File: config.mk
export PLATFORM = sky130hd
export DESIGN_NAME = retention_refresh_sched
export DESIGN_NICKNAME = d
export VERILOG_FILES = /design/src/rtl/rrs_pkg.sv /design/src/rtl/rrs_hash.sv /design/src/rtl/rrs_bloom_bin.sv /design/src/rtl/rrs_row_walker.sv /design/src/rtl/retention_refresh_sched.sv
export SDC_FILE = /design/constraint.sdc
export NUM_CORES = 1
export LEC_CHECK = 0
export ABC_AREA = 1
export BUFFER_PORTS_ARGS = -buffer_cell sky130_fd_sc_hd__buf_2
export CORE_MARGIN = 4
export CORE_UTILIZATION = 30
export CTS_CLUSTER_DIAMETER = 50
export DETAILED_ROUTE_END_ITERATION = 16
export GPL_TIMING_DRIVEN = 0
export PLACE_DENSITY = 0.49
export SKIP_LAST_GASP = 1
export SYNTH_ARGS = -nofsm -noshare
export SYNTH_HDL_FRONTEND = slang
export SYNTH_HIERARCHICAL = 1
export SYNTH_SLANG_ARGS = --single-unit
File: constraint.sdc
create_clock -name clk -period 5.5 [get_ports clk]
set_input_delay 0.55 -clock clk [delete_from_list [all_inputs] [get_ports clk]]
set_output_delay 0.55 -clock clk [all_outputs]
set_load 0.02 [all_outputs]
File: src/rtl/rrs_pkg.sv
package rrs_pkg;
  typedef enum logic [1:0] {
    CLS_SHORT  = 2'd0,
    CLS_MEDIUM = 2'd1,
    CLS_LONG   = 2'd2
  } ret_class_t;

  localparam int unsigned NUM_BINS = 2;
  localparam int unsigned BIN_SHORT = 0;
  localparam int unsigned BIN_MEDIUM = 1;
endpackage

File: src/rtl/rrs_hash.sv
module rrs_hash #(
  parameter int unsigned ROW_W    = 8,
  parameter int unsigned IDX_W    = 4,
  parameter int unsigned NUM_HASH = 3
) (
  input  logic [ROW_W-1:0]          row,
  output logic [NUM_HASH*IDX_W-1:0] idx
);
  localparam int unsigned CHUNKS = ROW_W / IDX_W;

  // Hash k: XOR of all IDX_W-bit chunks, chunk c rotated left by k*c.
  always_comb begin
    idx = '0;
    for (int k = 0; k < NUM_HASH; k++) begin
      for (int c = 0; c < CHUNKS; c++) begin
        for (int b = 0; b < IDX_W; b++) begin
          idx[k*IDX_W+b] = idx[k*IDX_W+b] ^
            row[c*IDX_W + ((b + IDX_W - ((k*c) % IDX_W)) % IDX_W)];
        end
      end
    end
  end
endmodule

File: src/rtl/rrs_bloom_bin.sv
module rrs_bloom_bin #(
  parameter int unsigned IDX_W    = 4,
  parameter int unsigned NUM_HASH = 3
) (
  input  logic                      clk,
  input  logic                      rst_n,
  input  logic                      clr,
  input  logic                      ins,
  input  logic [NUM_HASH*IDX_W-1:0] ins_idx,
  input  logic [NUM_HASH*IDX_W-1:0] tst_idx,
  output logic                      hit
);
  localparam int unsigned ARR_N = 1 << IDX_W;

  logic [ARR_N-1:0] arr_q;
  logic [ARR_N-1:0] arr_d;
  logic [ARR_N-1:0] set_mask;
  logic             arr_en;

  always_comb begin
    set_mask = '0;
    hit      = 1'b1;
    for (int k = 0; k < NUM_HASH; k++) begin
      set_mask[ins_idx[k*IDX_W +: IDX_W]] = 1'b1;
      hit = hit & arr_q[tst_idx[k*IDX_W +: IDX_W]];
    end
    arr_en = clr | ins;
    if (clr) begin
      arr_d = '0;
    end else begin
      arr_d = arr_q | set_mask;
    end
  end

  always_ff @(posedge clk or negedge rst_n) begin
    if (!rst_n) begin
      arr_q <= '0;
    end else if (arr_en) begin
      arr_q <= arr_d;
    end
  end
endmodule

File: src/rtl/rrs_row_walker.sv
module rrs_row_walker #(
  parameter int unsigned ROW_W = 8,
  parameter int unsigned PER_W = 2
) (
  input  logic             clk,
  input  logic             rst_n,
  input  logic             adv,
  input  logic             hot,
  output logic [ROW_W-1:0] row_ptr,
  output logic [PER_W-1:0] period_q
);
  localparam logic [ROW_W-1:0] ROW_LAST = '1;

  logic [ROW_W-1:0] row_d;
  logic [PER_W-1:0] period_d;
  logic             wrap;

  always_comb begin
    wrap  = adv && (row_ptr == ROW_LAST);
    row_d = row_ptr + 1'b1;
    if (hot) begin
      period_d = {period_q[PER_W-1:1] + 1'b1, 1'b0};
    end else begin
      period_d = period_q + 1'b1;
    end
  end

  always_ff @(posedge clk or negedge rst_n) begin
    if (!rst_n) begin
      row_ptr <= '0;
    end else if (adv) begin
      row_ptr <= row_d;
    end
  end

  always_ff @(posedge clk or negedge rst_n) begin
    if (!rst_n) begin
      period_q <= '0;
    end else if (wrap) begin
      period_q <= period_d;
    end
  end
endmodule

File: src/rtl/retention_refresh_sched.sv
module retention_refresh_sched
  import rrs_pkg::*;
#(
  parameter int unsigned ROW_W    = 8,
  parameter int unsigned IDX_W    = 4,
  parameter int unsigned NUM_HASH = 3,
  parameter int unsigned PER_W    = 2
) (
  input  logic             clk,
  input  logic             rst_n,
  input  logic             bin_clr,
  input  logic             bin_ins,
  input  logic             bin_sel,
  input  logic [ROW_W-1:0] bin_row,
  input  logic             tick,
  input  logic             temp_hot,
  input  logic             req_ack,
  output logic             req_valid,
  output logic [ROW_W-1:0] req_row
);
  localparam int unsigned HB = NUM_HASH * IDX_W;

  logic [HB-1:0]       ins_idx;
  logic [HB-1:0]       tst_idx;
  logic [NUM_BINS-1:0] bin_hit;
  logic                short_hit;
  logic                medium_hit;
  logic [ROW_W-1:0]    row_ptr;
  logic [PER_W-1:0]    period_q;
  logic                pend_q;
  logic                pend_d;
  logic                accept;
  logic                due;
  logic                fire;
  ret_class_t          row_class;

  rrs_hash #(.ROW_W(ROW_W), .IDX_W(IDX_W), .NUM_HASH(NUM_HASH)) u_hash_ins (
    .row (bin_row),
    .idx (ins_idx)
  );

  rrs_hash #(.ROW_W(ROW_W), .IDX_W(IDX_W), .NUM_HASH(NUM_HASH)) u_hash_tst (
    .row (row_ptr),
    .idx (tst_idx)
  );

  for (genvar g = 0; g < NUM_BINS; g++) begin : g_bin
    rrs_bloom_bin #(.IDX_W(IDX_W), .NUM_HASH(NUM_HASH)) u_bin (
      .clk     (clk),
      .rst_n   (rst_n),
      .clr     (bin_clr && (bin_sel == 1'(g))),
      .ins     (bin_ins && (bin_sel == 1'(g))),
      .ins_idx (ins_idx),
      .tst_idx (tst_idx),
      .hit     (bin_hit[g])
    );
  end

  assign short_hit  = bin_hit[BIN_SHORT];
  assign medium_hit = bin_hit[BIN_MEDIUM];

  rrs_row_walker #(.ROW_W(ROW_W), .PER_W(PER_W)) u_walker (
    .clk      (clk),
    .rst_n    (rst_n),
    .adv      (accept),
    .hot      (temp_hot),
    .row_ptr  (row_ptr),
    .period_q (period_q)
  );

  // Fixed test order: short bin, then medium bin, then default.
  always_comb begin
    if (short_hit) begin
      row_class = CLS_SHORT;
    end else if (medium_hit) begin
      row_class = CLS_MEDIUM;
    end else begin
      row_class = CLS_LONG;
    end
    case (row_class)
      CLS_SHORT:  due = 1'b1;
      CLS_MEDIUM: due = ~period_q[0];
      default:    due = (period_q == '0);
    endcase
    accept = tick && !pend_q;
    fire   = accept && due;
    if (fire) begin
      pend_d = 1'b1;
    end else if (req_ack) begin
      pend_d = 1'b0;
    end else begin
      pend_d = pend_q;
    end
  end

  always_ff @(posedge clk or negedge rst_n) begin
    if (!rst_n) begin
      pend_q    <= 1'b0;
      req_valid <= 1'b0;
    end else begin
      pend_q    <= pend_d;
      req_valid <= fire;
    end
  end

  always_ff @(posedge clk or negedge rst_n) begin
    if (!rst_n) begin
      req_row <= '0;
    end else if (fire) begin
      req_row <= row_ptr;
    end
  end
endmodule

=== Yosys cells after proc, flatten, opt, wreduce, memory -nomap -nowiden ===
Index checks and enable logic that the tools add are counted.

* Bits of input ports: 16
* Output and inout port bits: 9
* RAM bits: 0
* Register bits: 52
* Latch bits: 0
* Memories: 0
* Logic and storage cells: 97
* Memory bits (read-only): 0

* Reduce and logical (&&, ||, !) cells: 14
* Multiplexer cells: 26
* Multiply operators: 0
* Shift operators: 0
* Add/sub/neg operators: 3
* Div/mod/pow operators: 0
* Bitwise operators: 36
* Magnitude comparators: 9
* Equal/unequal tests: 2

{| class="wikitable"
|+ Operators with widths
! kind !! count
|-
| $or A16 B16 Y16 || 4
|-
| $mux W16 || 2
|-
| $lt A4 B5 Y1 const B || 6
|-
| $bmux W1 S4 || 6
|-
| $xor A1 B1 Y1 || 24
|-
| $demux W1 S4 || 3
|-
| $ge A4 B1 Y1 const B || 3
|-
| $mux W1 || 11
|-
| $logic_and A1 B1 Y1 || 10
|-
| $add A8 B1 Y8 const B || 1
|-
| $eq A8 B8 Y1 const B || 1
|-
| $mux W2 || 3
|-
| $and A1 B1 Y1 || 4
|-
| $logic_not A2 Y1 || 2
|-
| $add A2 B1 Y2 const B || 1
|-
| $eq A2 B1 Y1 const B || 1
|-
| $not A1 Y1 || 2
|-
| $or A1 B1 Y1 || 2
|-
| $pmux W1 S2 || 1
|-
| $reduce_bool A2 Y1 || 1
|-
| $add A1 B1 Y1 const B || 1
|-
| $logic_not A1 Y1 || 1
|}

=== Logic depth before layout (Yosys ltp) ===
Gate-level depths: netlist of run 1.

* Depth in word-level cells: 11
* Depth in mapped cells: 18
* Depth with buffers taken out: 17

=== Hierarchy ===
Netlist of run 1, hierarchy kept.

{| class="wikitable"
|+ By module, submodules not included
! module !! seq. area each (um^2) !! instances !! cells each !! area an instance (um^2)
|-
| rrs_bloom_bin at g_bin[1].u_bin || 400.4 || 1 || 285 || 1557.7
|-
| rrs_bloom_bin at g_bin[0].u_bin || 400.4 || 1 || 285 || 1555.2
|-
| rrs_row_walker || 250.2 || 1 || 50 || 485.5
|-
| retention_refresh_sched || 250.2 || 1 || 55 || 479.2
|-
| rrs_hash || 0.0 || 2 || 44 || 165.2
|}

=== Least setup slack after synthesis of run 1 ===
Ideal clock, no wire load.

* Path kind: register to register
* Start: register u_walker.row_ptr[4]
* End: register pend_q
* Slack: 3.593 ns
* Cell stages (with the launch flop): 15
* Data required time: 5.370 ns
* Arrival time: 1.777 ns
* Buffers on the path: 0
* Setup time: 0.130 ns
* Clock period less this slack: 1.907 ns
* Cells stage by stage: dfrtp_1 inv_2 nand2_1 nand2_1 inv_1 nand3_1 nand3_1 nand2_1 nand2_1 nand2_1 inv_1 nor2_2 nand3_2 nand3_4 o21ai_0

* Cells in the longest elaborated chain, start to end: 11
* Elaborated cells between the ends (all ways): 27
* Classes of those cells: eq/ne (1); mux (16); bitwise (7); reduce/logical (3)

{| class="wikitable"
|+ RTL lines
! element !! RTL line !! source
|-
| start: declaration || rrs_row_walker.sv:9 || <nowiki>output logic [ROW_W-1:0] row_ptr,</nowiki>
|-
| start signal: assignment || rrs_row_walker.sv:32 || <nowiki>row_ptr <= row_d;</nowiki>
|-
| $xor A1 B1 Y1 * || rrs_hash.sv:17 || <nowiki>idx[k*IDX_W+b] = idx[k*IDX_W+b] ^</nowiki>
|-
| net tst_idx[5] || retention_refresh_sched.sv:24 || <nowiki>logic [HB-1:0] tst_idx;</nowiki>
|-
| $bmux W1 S4 * || rrs_bloom_bin.sv:25 || <nowiki>hit = hit & arr_q[tst_idx[k*IDX_W +: IDX_W]];</nowiki>
|-
| $mux W1 (implied by the code) * || rrs_bloom_bin.sv:25 ||
|-
| $and A1 B1 Y1 * (2 in series) || rrs_bloom_bin.sv:25 ||
|-
| net medium_hit || retention_refresh_sched.sv:27 || <nowiki>logic medium_hit;</nowiki>
|-
| $mux W2 * || retention_refresh_sched.sv:75 || <nowiki>end else if (medium_hit) begin</nowiki>
|-
| $mux W2 * || retention_refresh_sched.sv:73 || <nowiki>if (short_hit) begin</nowiki>
|-
| $eq A2 B1 Y1 or $logic_not A2 Y1 (tied branches) || retention_refresh_sched.sv:80 || <nowiki>case (row_class)</nowiki>
|-
| $pmux W1 S2 * || retention_refresh_sched.sv:80 ||
|-
| $logic_and A1 B1 Y1 * || retention_refresh_sched.sv:86 || <nowiki>fire = accept && due;</nowiki>
|-
| $mux W1 or $reduce_bool A2 Y1 (tied branches) || n/a ||
|-
| end signal: assignment || retention_refresh_sched.sv:101 || <nowiki>pend_q <= pend_d;</nowiki>
|-
| end: declaration || retention_refresh_sched.sv:30 || <nowiki>logic pend_q;</nowiki>
|}

Mark *: on every way through the listed nets, which the timed path passes. The rest lies on a longest branch. The select of a mux whose other input is x is not followed.
A chain may end at the register's enable or synchronous reset.

=== Worst setup path in the final report of run 1 ===
Ends and elaborated chain as after synthesis.

==> results_dict.tcl, run 1 <==
set metrics [dict create \
    cts.htree.levels 2 \
    rsz0062_at_grt "no" \
    ys_ff_latch 52 \
    layout_setup_ws_ps 3040 \
    worstHoldPathType "primary input to flop" \
    drc 0 \
    ir_drop_uv 146 \
    hold_violations 0 \
    hpwl_um 9730 \
    cellLeakagePower_nw 2.66 \
    worstHoldStart "req_ack" \
    grt-ovfl-total 0 \
    powerDensity_mw_per_mm2 420 \
    clock_sink_count 52 \
    fin_crit_ps 2460 \
    setup_viol 0 \
    wire_per_inst_um 12.5 \
    synth_mux_area_frac 0.00255 \
    drive_gt1_frac 0.107 \
    io_pins 25 \
    final.setup.tns_ps 0 \
    timing_worst_setup_path_type "flop to flop" \
    routed_wl_um 12200 \
    post_cts_buffers 0 \
    diodes 0 \
    dr.pass1.iters 4 \
    port_buffers 24 \
    grt_pass1_vias 4094 \
    pre_cts_ws_ps 3010 \
    whs_path_depth 2 \
    cp_slowest_stage_delay_ps 520 \
    max_freq_mhz 407 \
    regToRegSetupSlack_ps 3040 \
    reg2reg_from "u_walker/row_ptr[4]$_DFFE_PN0P_" \
    initial_core_util 0.304 \
    fin_skew_ps 3.09 \
    grt_max_degree 53 \
    synth_xor_area_frac 0.00993 \
    antenna_found_initial 0 \
    fin_crit_sh 0.447 \
    worstSetupStartpointType "flop" \
    cts_tree "built" \
    clk_latency_ps 290 \
    via_count 4400 \
    yosysSeqAreaShare 0.295 \
    synth_simple_gate_area_share 0.510 \
    core.rowCount 44 \
    fp.dieArea_mm2 0.0167 \
    synth_nets 780 \
    synthDistinctLibCells 28 \
    crit_path_cell_trace "inv_2, nand2_1, nand2_1, inv_1, nand3_1, nand3_1, nand2_1, nand2_1, nand2_1, inv_1, nor2_2, nand3_2, nand3_4, o21ai_0" \
    layout_commonest_cell "nand2_1" \
    synth_area_mm2 0.00441 \
    grt_pass1_wl_um 20300 \
    core_mm2 0.0145 \
    numCtsBuffers 5 \
    critPathBufInv 3 \
    clock_path_buffers 2 \
    crit_path_start "u_walker/row_ptr[4]$_DFFE_PN0P_" \
    area_delta_synth_final_pct 11.5 \
    arrival_ps 2620 \
    path_clk_slew_ps 70 \
    ctsHoldBuffers 0 \
    nNetsFinal 811 \
    drt-initial-drc-count 194 \
    worstPathRequired_ps 5660 \
    slew_viol_final 0 \
    syn_inst 763 \
    critPathMaxFanout 10 \
    relSlewSlack 0.197 \
    drv_cap 0 \
    cts-root-buf "clkbuf_16" \
    critPathMostFrequentCell "nand2_1" \
    grt_usage 0.149 \
    cp_top_family "simple AND/OR/NAND/NOR gates" \
    status "finished, final reports clean" \
    yosys_warnings 6 \
    final_antenna_net_count 0 \
    vias_per_cell 4.50 \
    layout_common_cells "349 x nand2_1, 107 x nand3_1, 101 x inv_1, 52 x dfrtp_1, 41 x nor2_1" \
    die_y_um 129 \
    cp_num_cells 14 \
    synth_top_family_by_area "simple AND/OR/NAND/NOR gates" \
    r2r_end "pend_q$_DFFE_PN0P_" \
    synth-compound-area-share 0.0446 \
    cts_resized 0 \
    die_w_um 129 \
    min_to "pend_q$_DFFE_PN0P_" \
    worstRegToRegCells 14 \
    postSynthAreaPerCell_um2 5.78 \
    place.gp.congestion 0.858 \
    worst_setup_path_end_kind "flop" \
    critPathSlowestCell "dfrtp_1" \
    synth-adder-area-share 0.00284 \
    tightest_slew_ps 1200 \
]
==> worst register-to-register path, stage by stage, from the launching register on <==
cell	delay [ps]
dfrtp_1	520
inv_2	120
nand2_1	50
nand2_1	330
inv_1	170
nand3_1	120
nand3_1	80
nand2_1	90
nand2_1	50
nand2_1	50
inv_1	40
nor2_2	180
nand3_2	230
nand3_4	210
o21ai_0	110
==> state kept, by name (all words and copies together), names as in the netlist <==
name,count
pend_q,1
req_valid,1
u_walker/row_ptr,8
g_bin.u_bin/arr_q,32
u_walker/period_q,2
req_row,8
==> cell families (layout without fill, tap and decap cells) <==
logic type / count (synthesis) / in the layout
AO/OA/AOI/OAI: 38 / 38
multiplexers: 1 / 1
AND/OR/NAND/NOR: 530 / 530
XOR/XNOR: 5 / 5
flip-flops: 52 / 52
adder cells (fa/ha/maj): 1 / 1
buffers and inverters: 136 / 166
==> layer usage <==
metal / GRT usage / wire (um)
met4: 0.0383 / 144
met5: 0 / 0
met1: 0.196 / 5970
met3: 0.0157 / 319
met2: 0.260 / 5810
==> worst max path at each step <==
stage / to / slack (ps)
detailed placement: pend_q$_DFFE_PN0P_ / 3010
floorplan: pend_q$_DFFE_PN0P_ / 3590
global placement: pend_q$_DFFE_PN0P_ / 3010
finish: pend_q$_DFFE_PN0P_ / 3040
CTS: pend_q$_DFFE_PN0P_ / 2990
global route: pend_q$_DFFE_PN0P_ / 2740
==> through the flow <==
| stage | total power, mW | util | std cells | area, um^2 | hold WS (ps) |
|---|---|---|---|---|---|
| 6_report | 2.07 | 0.339 | 977 | 4910 | 451 |
| 5_1_grt | 2.27 | 0.339 | 977 | 4910 | 470 |
| 4_1_cts | 2.10 | 0.339 | 977 | 4910 | 448 |
| 3_5_place_dp | 1.74 | 0.329 | 971 | 4760 | 453 |
| 3_3_place_gp | 1.75 | 0.329 | 971 | 4760 | 451 |
| 2_1_floorplan | 1.44 | - | 763 | 4410 | 254 |
==> power by group <==
| part | internal [mW] | leakage [nW] | switching (mW) |
|---|---|---|---|
| Clock | 0.210 | 0.0757 | 0.135 |
| Combinational | 0.404 | 1.91 | 0.769 |
| Sequential | 0.452 | 0.681 | 0.0959 |
==> cells in the mapped netlist, drive strengths merged <==
cell type  instances  area, um^2
clkbuf             2        7.51
ha                 1        12.5
inv              124         500
o22ai              2        12.5
buf               10        87.6
o21ai              4        23.8
or2                1        6.26
nand2            360        1380
nor2              47         215
dfrtp             52        1300
nand3b             2        15.0
a21oi             32         160
xor2               3        26.3
nand4             11        68.8
mux2               1        11.3
xnor2              2        17.5
nand3            109         563
==> final cells by class <==
cell class | instances | area (um^2)
Clock buffer | 5 | 125
Fill cell | 1647 | 9570
Tap cell | 184 | 230
Clock inverter | 1 | 30.0
Sequential cell | 52 | 1300
Buffer | 12 | 95.1
Timing Repair Buffer | 24 | 120
Multi-Input combinational cell | 575 | 2510
Inverter | 124 | 500
Power figures use the tool's default switching activity.
==> run 2: changes to the inputs <==
==> constraint.sdc (replaced) <==
create_clock -name clk -period 2.3 [get_ports clk]
set_input_delay 0.23 -clock clk [delete_from_list [all_inputs] [get_ports clk]]
set_output_delay 0.23 -clock clk [all_outputs]
set_load 0.02 [all_outputs]
==> run 2 against run 1 <==
Effect of this change:
- global-route usage is essentially flat
- largest power group unchanged
- flip-flop and latch count is the same
- maximum frequency grew 14%
==> results_dict.tcl, run 2 (synthesized netlist as in run 1, its figures left out) <==
set metrics [dict create \
    numCtsBuffers 5 \
    worstHoldPathType "primary input to flop" \
    timing_worst_setup_path_type "flop to flop" \
    hold_violations 0 \
    path_clk_slew_ps 60 \
    worstPathRequired_ps 2480 \
    setup_viol 0 \
    postPlaceCellArea_mm2 0.00476 \
    powerDensity_mw_per_mm2 1040 \
    wire_per_inst_um 12.8 \
    drt-initial-drc-count 238 \
    nNetsFinal 830 \
    diodes 0 \
    grt_usage 0.149 \
    core.rowCount 44 \
    fin_crit_ps 2170 \
    reg2reg_from "u_walker/row_ptr[0]$_DFFE_PN0P_" \
    tightest_slew_ps 1210 \
    cts.htree.levels 2 \
    grt_pass1_vias 4108 \
    regToRegSetupSlack_ps 130 \
    finalPower_mw 5.43 \
    worstRegToRegCells 17 \
    status "finished, final reports clean" \
    pre_cts_ws_ps -189 \
    layout_setup_ws_ps 135 \
    relSlewSlack 0.197 \
    fill_cells 1639 \
    crit_path_start "u_walker/row_ptr[0]$_DFFE_PN0P_" \
    initial_core_util 0.304 \
    dpl.cell_count 971 \
    grt-ovfl-total 0 \
    place.gp.congestion 0.858 \
    hpwl_um 9730 \
    ctsHoldBuffers 0 \
    layout_commonest_cell "nand2_1" \
    final_antenna_net_count 0 \
    stdcell_area_mm2 0.00522 \
    top_register "g_bin.u_bin/arr_q" \
    largest_reg_flops 32 \
    drv_cap 0 \
    core_mm2 0.0145 \
    drc 0 \
    dr.pass1.iters 4 \
    final_cells 996 \
    worst_setup_path_end_kind "flop" \
    drive_gt1_frac 0.170 \
    endpoint "req_row[0]$_DFFE_PN0P_" \
    cellLeakagePower_nw 2.78 \
    antenna_found_initial 0 \
    fp.dieArea_mm2 0.0167 \
    area_delta_synth_final_pct 18.5 \
    clock_sink_count 52 \
    critPathMaxFanout 7 \
    die_w_um 129 \
    layout_common_cells "330 x nand2_1, 101 x nand3_1, 99 x inv_1, 46 x dfrtp_1, 40 x nor2_1" \
    arrival_ps 2350 \
    ir_drop_uv 385 \
    max_freq_mhz 462 \
    cts_tree "built" \
    top_regs "g_bin.u_bin/arr_q: 32 flops, req_row: 8 flops, u_walker/row_ptr: 8 flops" \
    vias_per_cell 4.51 \
    fin_skew_ps 4.34 \
    die_y_um 129 \
    grt_pass1_wl_um 20300 \
    clock_path_buffers 2 \
    fin_crit_sh 0.941 \
    via_count 4487 \
    grt_max_degree 53 \
    clk_latency_ps 290 \
    r2r_end "req_row[0]$_DFFE_PN0P_" \
    routed_wl_um 12800 \
    cts-root-buf "clkbuf_16" \
    port_buffers 24 \
    worstSetupStartpointType "flop" \
    slew_viol_final 0 \
    io_pins 25 \
]
-- run 2: cell count changes in the layout (fill, tap and decap cells not counted), sizes merged --
| cell | before | now |
|---|---|---|
| buf | 34 | 51 |
| nand3 | 109 | 111 |
-- run 2: cell type report --
cell class / instances / area, um^2 / share of cell area
Timing Repair Buffer: 41 / 260 / 0.0498
Multi-Input combinational cell: 577 / 2660 / 0.509
Inverter: 124 / 505 / 0.0968
Clock buffer: 5 / 125 / 0.0240
Tap cell: 184 / 230 / 0.0441
Sequential cell: 52 / 1310 / 0.251
Buffer: 12 / 103 / 0.0196
Clock inverter: 1 / 30.0 / 0.00575
-- run 2: timing repair --
action | 4_1_cts | 5_1_grt
buffers inserted | 0 | 15
pin swaps | 0 | 14
gates cloned | 0 | 4
endpoints found under the setup margin | 10 | 10
resized for setup | 8 | 45
-- run 2: worst min path at each step --
stage / from / to / slack [ps] / cells after the start
2_1_floorplan: rst_n / g_bin[0].u_bin/arr_q[0]$_DFFE_PN0P_ / -70 / 0
3_3_place_gp: req_ack / pend_q$_DFFE_PN0P_ / 440 / 2
3_5_place_dp: req_ack / pend_q$_DFFE_PN0P_ / 430 / 2
4_1_cts: req_ack / pend_q$_DFFE_PN0P_ / 130 / 2
5_1_grt: req_ack / pend_q$_DFFE_PN0P_ / 150 / 2
6_report: req_ack / pend_q$_DFFE_PN0P_ / 120 / 2
-- run 2: worst max-delay path, stage by stage, from the launching register on --
cell     delay (ps)
dfrtp_2         470
inv_2            90
nand2_1          60
nand2_2         120
buf_2           180
nand2_1          60
nand3_1          80
nand3_1          80
nand2_1          70
nand2_1          40
nand2_1          70
nand2_2          60
nor2_4          200
nor2_4           70
nand2_4         120
nand3_4         130
nand2_2          90
nand2_1          40
-- run 2: through the flow --
step | util | TNS [ps] | hold slack, ps
finish | 0.361 | 0 | 124
detailed placement | 0.329 | -1500 | 434
global route | 0.361 | -131 | 150
floorplan | - | 0 | -65.6
CTS | 0.341 | 0 | 128
global placement | 0.329 | -1610 | 436
-- run 2: routing by layer --
layer  up-vias  track usage  share of wire
li1       2447            -              -
met1      1973        0.196           0.48
met2        57        0.261           0.49
met5         -            0              0
met4         0       0.0383         0.0098
met3        10       0.0157          0.024
-- run 2: report_power, final --
group | switching (mW) | internal [mW] | total [mW]
clock | 0.321 | 0.502 | 0.823
sequential | 0.224 | 1.09 | 1.31
combinational | 2.08 | 1.21 | 3.30
==> run 3: changes to the inputs <==
--- a/config.mk
+++ b/config.mk
@@ -12,7 +12,6 @@
 export CTS_CLUSTER_DIAMETER = 50
 export DETAILED_ROUTE_END_ITERATION = 16
 export GPL_TIMING_DRIVEN = 0
-export PLACE_DENSITY = 0.49
 export SKIP_LAST_GASP = 1
 export SYNTH_ARGS = -nofsm -noshare
 export SYNTH_HDL_FRONTEND = slang
==> run 3 against run 2 <==
Effect of this change:
- die area unchanged
- worst hold slack gained 12 ps
- global-route usage fell by 0.67 points
- critical endpoint is now pend_q$_DFFE_PN0P_
==> results_dict.tcl, run 3 (synthesized netlist as in run 1, its figures left out) <==
set metrics [dict create \
    status "finished, final reports clean" \
    clock_path_buffers 2 \
    ir_drop_uv 454 \
    worstSetupStartpointType "flop" \
    die_y_um 129 \
    setup_viol 0 \
    wire_per_inst_um 11.8 \
    drive_gt1_frac 0.149 \
    diodes 0 \
    clk_latency_ps 280 \
    worst_setup_path_end_kind "flop" \
    fin_crit_sh 0.933 \
    cts.htree.levels 2 \
    layout_setup_ws_ps 153 \
    grt_pass1_vias 4226 \
    fin_crit_ps 2150 \
    max_freq_mhz 466 \
    pre_cts_ws_ps -147 \
    timing_worst_setup_path_type "flop to flop" \
    fp.dieArea_mm2 0.0167 \
    cellLeakagePower_nw 2.75 \
    via_count 4486 \
    fin_skew_ps 4.95 \
    hpwl_um 9030 \
    place.gp.congestion 0.838 \
    cts-root-buf "clkbuf_16" \
    path_clk_slew_ps 70 \
    layout_common_cells "341 x nand2_1, 105 x nand3_1, 100 x inv_1, 46 x dfrtp_1, 41 x nor2_1" \
    area_delta_synth_final_pct 16.1 \
    cts_tree "built" \
    finalPower_mw 5.14 \
    drv_cap 0 \
    top_regs "g_bin.u_bin/arr_q: 32 flops, req_row: 8 flops, u_walker/row_ptr: 8 flops" \
    ctsHoldBuffers 0 \
    nNetsFinal 829 \
    grt_usage 0.142 \
    routed_wl_um 11700 \
    numCtsBuffers 5 \
    layout_commonest_cell "nand2_1" \
    core_mm2 0.0145 \
    grt-ovfl-total 0 \
    final.setup.tns_ps 0 \
    final_cells 996 \
    top_register "g_bin.u_bin/arr_q" \
    slew_viol_final 0 \
    hold_slack_ps 136 \
    drc 0 \
    worstPathRequired_ps 2460 \
    clock_sink_count 52 \
    drt-initial-drc-count 192 \
    antenna_found_initial 0 \
    dpl.cell_count 971 \
    vias_per_cell 4.50 \
    core.rowCount 44 \
    hold_violations 0 \
    critPathMaxFanout 7 \
    relSlewSlack 0.222 \
    largest_reg_flops 32 \
    tightest_slew_ps 1170 \
    port_buffers 24 \
    dr.pass1.iters 5 \
    grt_max_degree 53 \
    arrival_ps 2300 \
    final_antenna_net_count 0 \
    fill_cells 1603 \
    die_w_um 129 \
    initial_core_util 0.304 \
    powerDensity_mw_per_mm2 1000 \
    grt_pass1_wl_um 19900 \
    io_pins 25 \
    worstHoldPathType "primary input to flop" \
]
-- run 3: changes by cell type in the layout (fill, tap and decap cells not counted), moves of 2 or more --
cell	change
buf_8	-2
nor2_4	-2
nand3_1	+4
nand3_2	-4
nand2_1	+11
nand2_2	-10
-- run 3: routing by layer --
layer,global-route usage,share of wire,up-vias
met5,0,0,-
met4,0.0191,0.0058,0
met3,0.0136,0.028,6
met2,0.247,0.47,68
met1,0.197,0.50,1964
li1,-,-,2448
-- run 3: layout make-up --
class	count	area [um^2]	area share
multi-input cells	577	2600	0.507
flip-flops and latches	52	1310	0.256
inverters	124	500	0.0978
repair buffers	40	239	0.0467
well taps	184	230	0.0450
clock buffers	6	139	0.0271
plain buffers	12	95.1	0.0186
clock inverters	1	8.76	0.00171
-- run 3: what timing repair did --
action,in CTS,in global routing
pin swaps,0,10
hold endpoints to repair,0,0
setup buffers,0,14
cloned,0,4
endpoints found under the setup margin,10,10
resized for setup,8,16
-- run 3: path summary, 6_finish.rpt --
check                      cells past startpoint                         endpoint  slack [ps]                       startpoint
max in group asynchronous                      1  u_walker/row_ptr[4]$_DFFE_PN0P_        1340                            rst_n
min                                            2               pend_q$_DFFE_PN0P_         140                          req_ack
max                                           15               pend_q$_DFFE_PN0P_         150  u_walker/row_ptr[4]$_DFFE_PN0P_
min reg2reg                                    2           req_row[2]$_DFFE_PN0P_         470           req_row[2]$_DFFE_PN0P_
min in group asynchronous                      1               pend_q$_DFFE_PN0P_         190                            rst_n
max reg2reg                                   15               pend_q$_DFFE_PN0P_         150  u_walker/row_ptr[4]$_DFFE_PN0P_
-- run 3: metrics by stage --
step                cell area, um^2   util
global route                   5120  0.353
detailed placement             4760  0.329
floorplan                      4410      -
CTS                            4930  0.340
finish                         5120  0.353
global placement               4760  0.329
-- run 3: report_power, final --
| group | switching (mW) | total [mW] | internal, mW | leakage, nW |
|---|---|---|---|---|
| logic | 1.93 | 3.09 | 1.16 | 2.00 |
| clock network | 0.317 | 0.746 | 0.429 | 0.0729 |
| registers | 0.215 | 1.30 | 1.09 | 0.674 |
-- run 3: worst max-delay path, cell delays in order, from the launching register on --
cell and delay, ps:
dfrtp_2 470, nand2_1 110, nand2_2 80, buf_4 140, buf_2 140, nand2_1 60, nand3_1 70, nand3_1 90
nand3_1 80, nand2_2 100, nand2_2 70, nor2_4 130, buf_4 130, nand3_4 120, nand3_4 120, o21ai_0 100
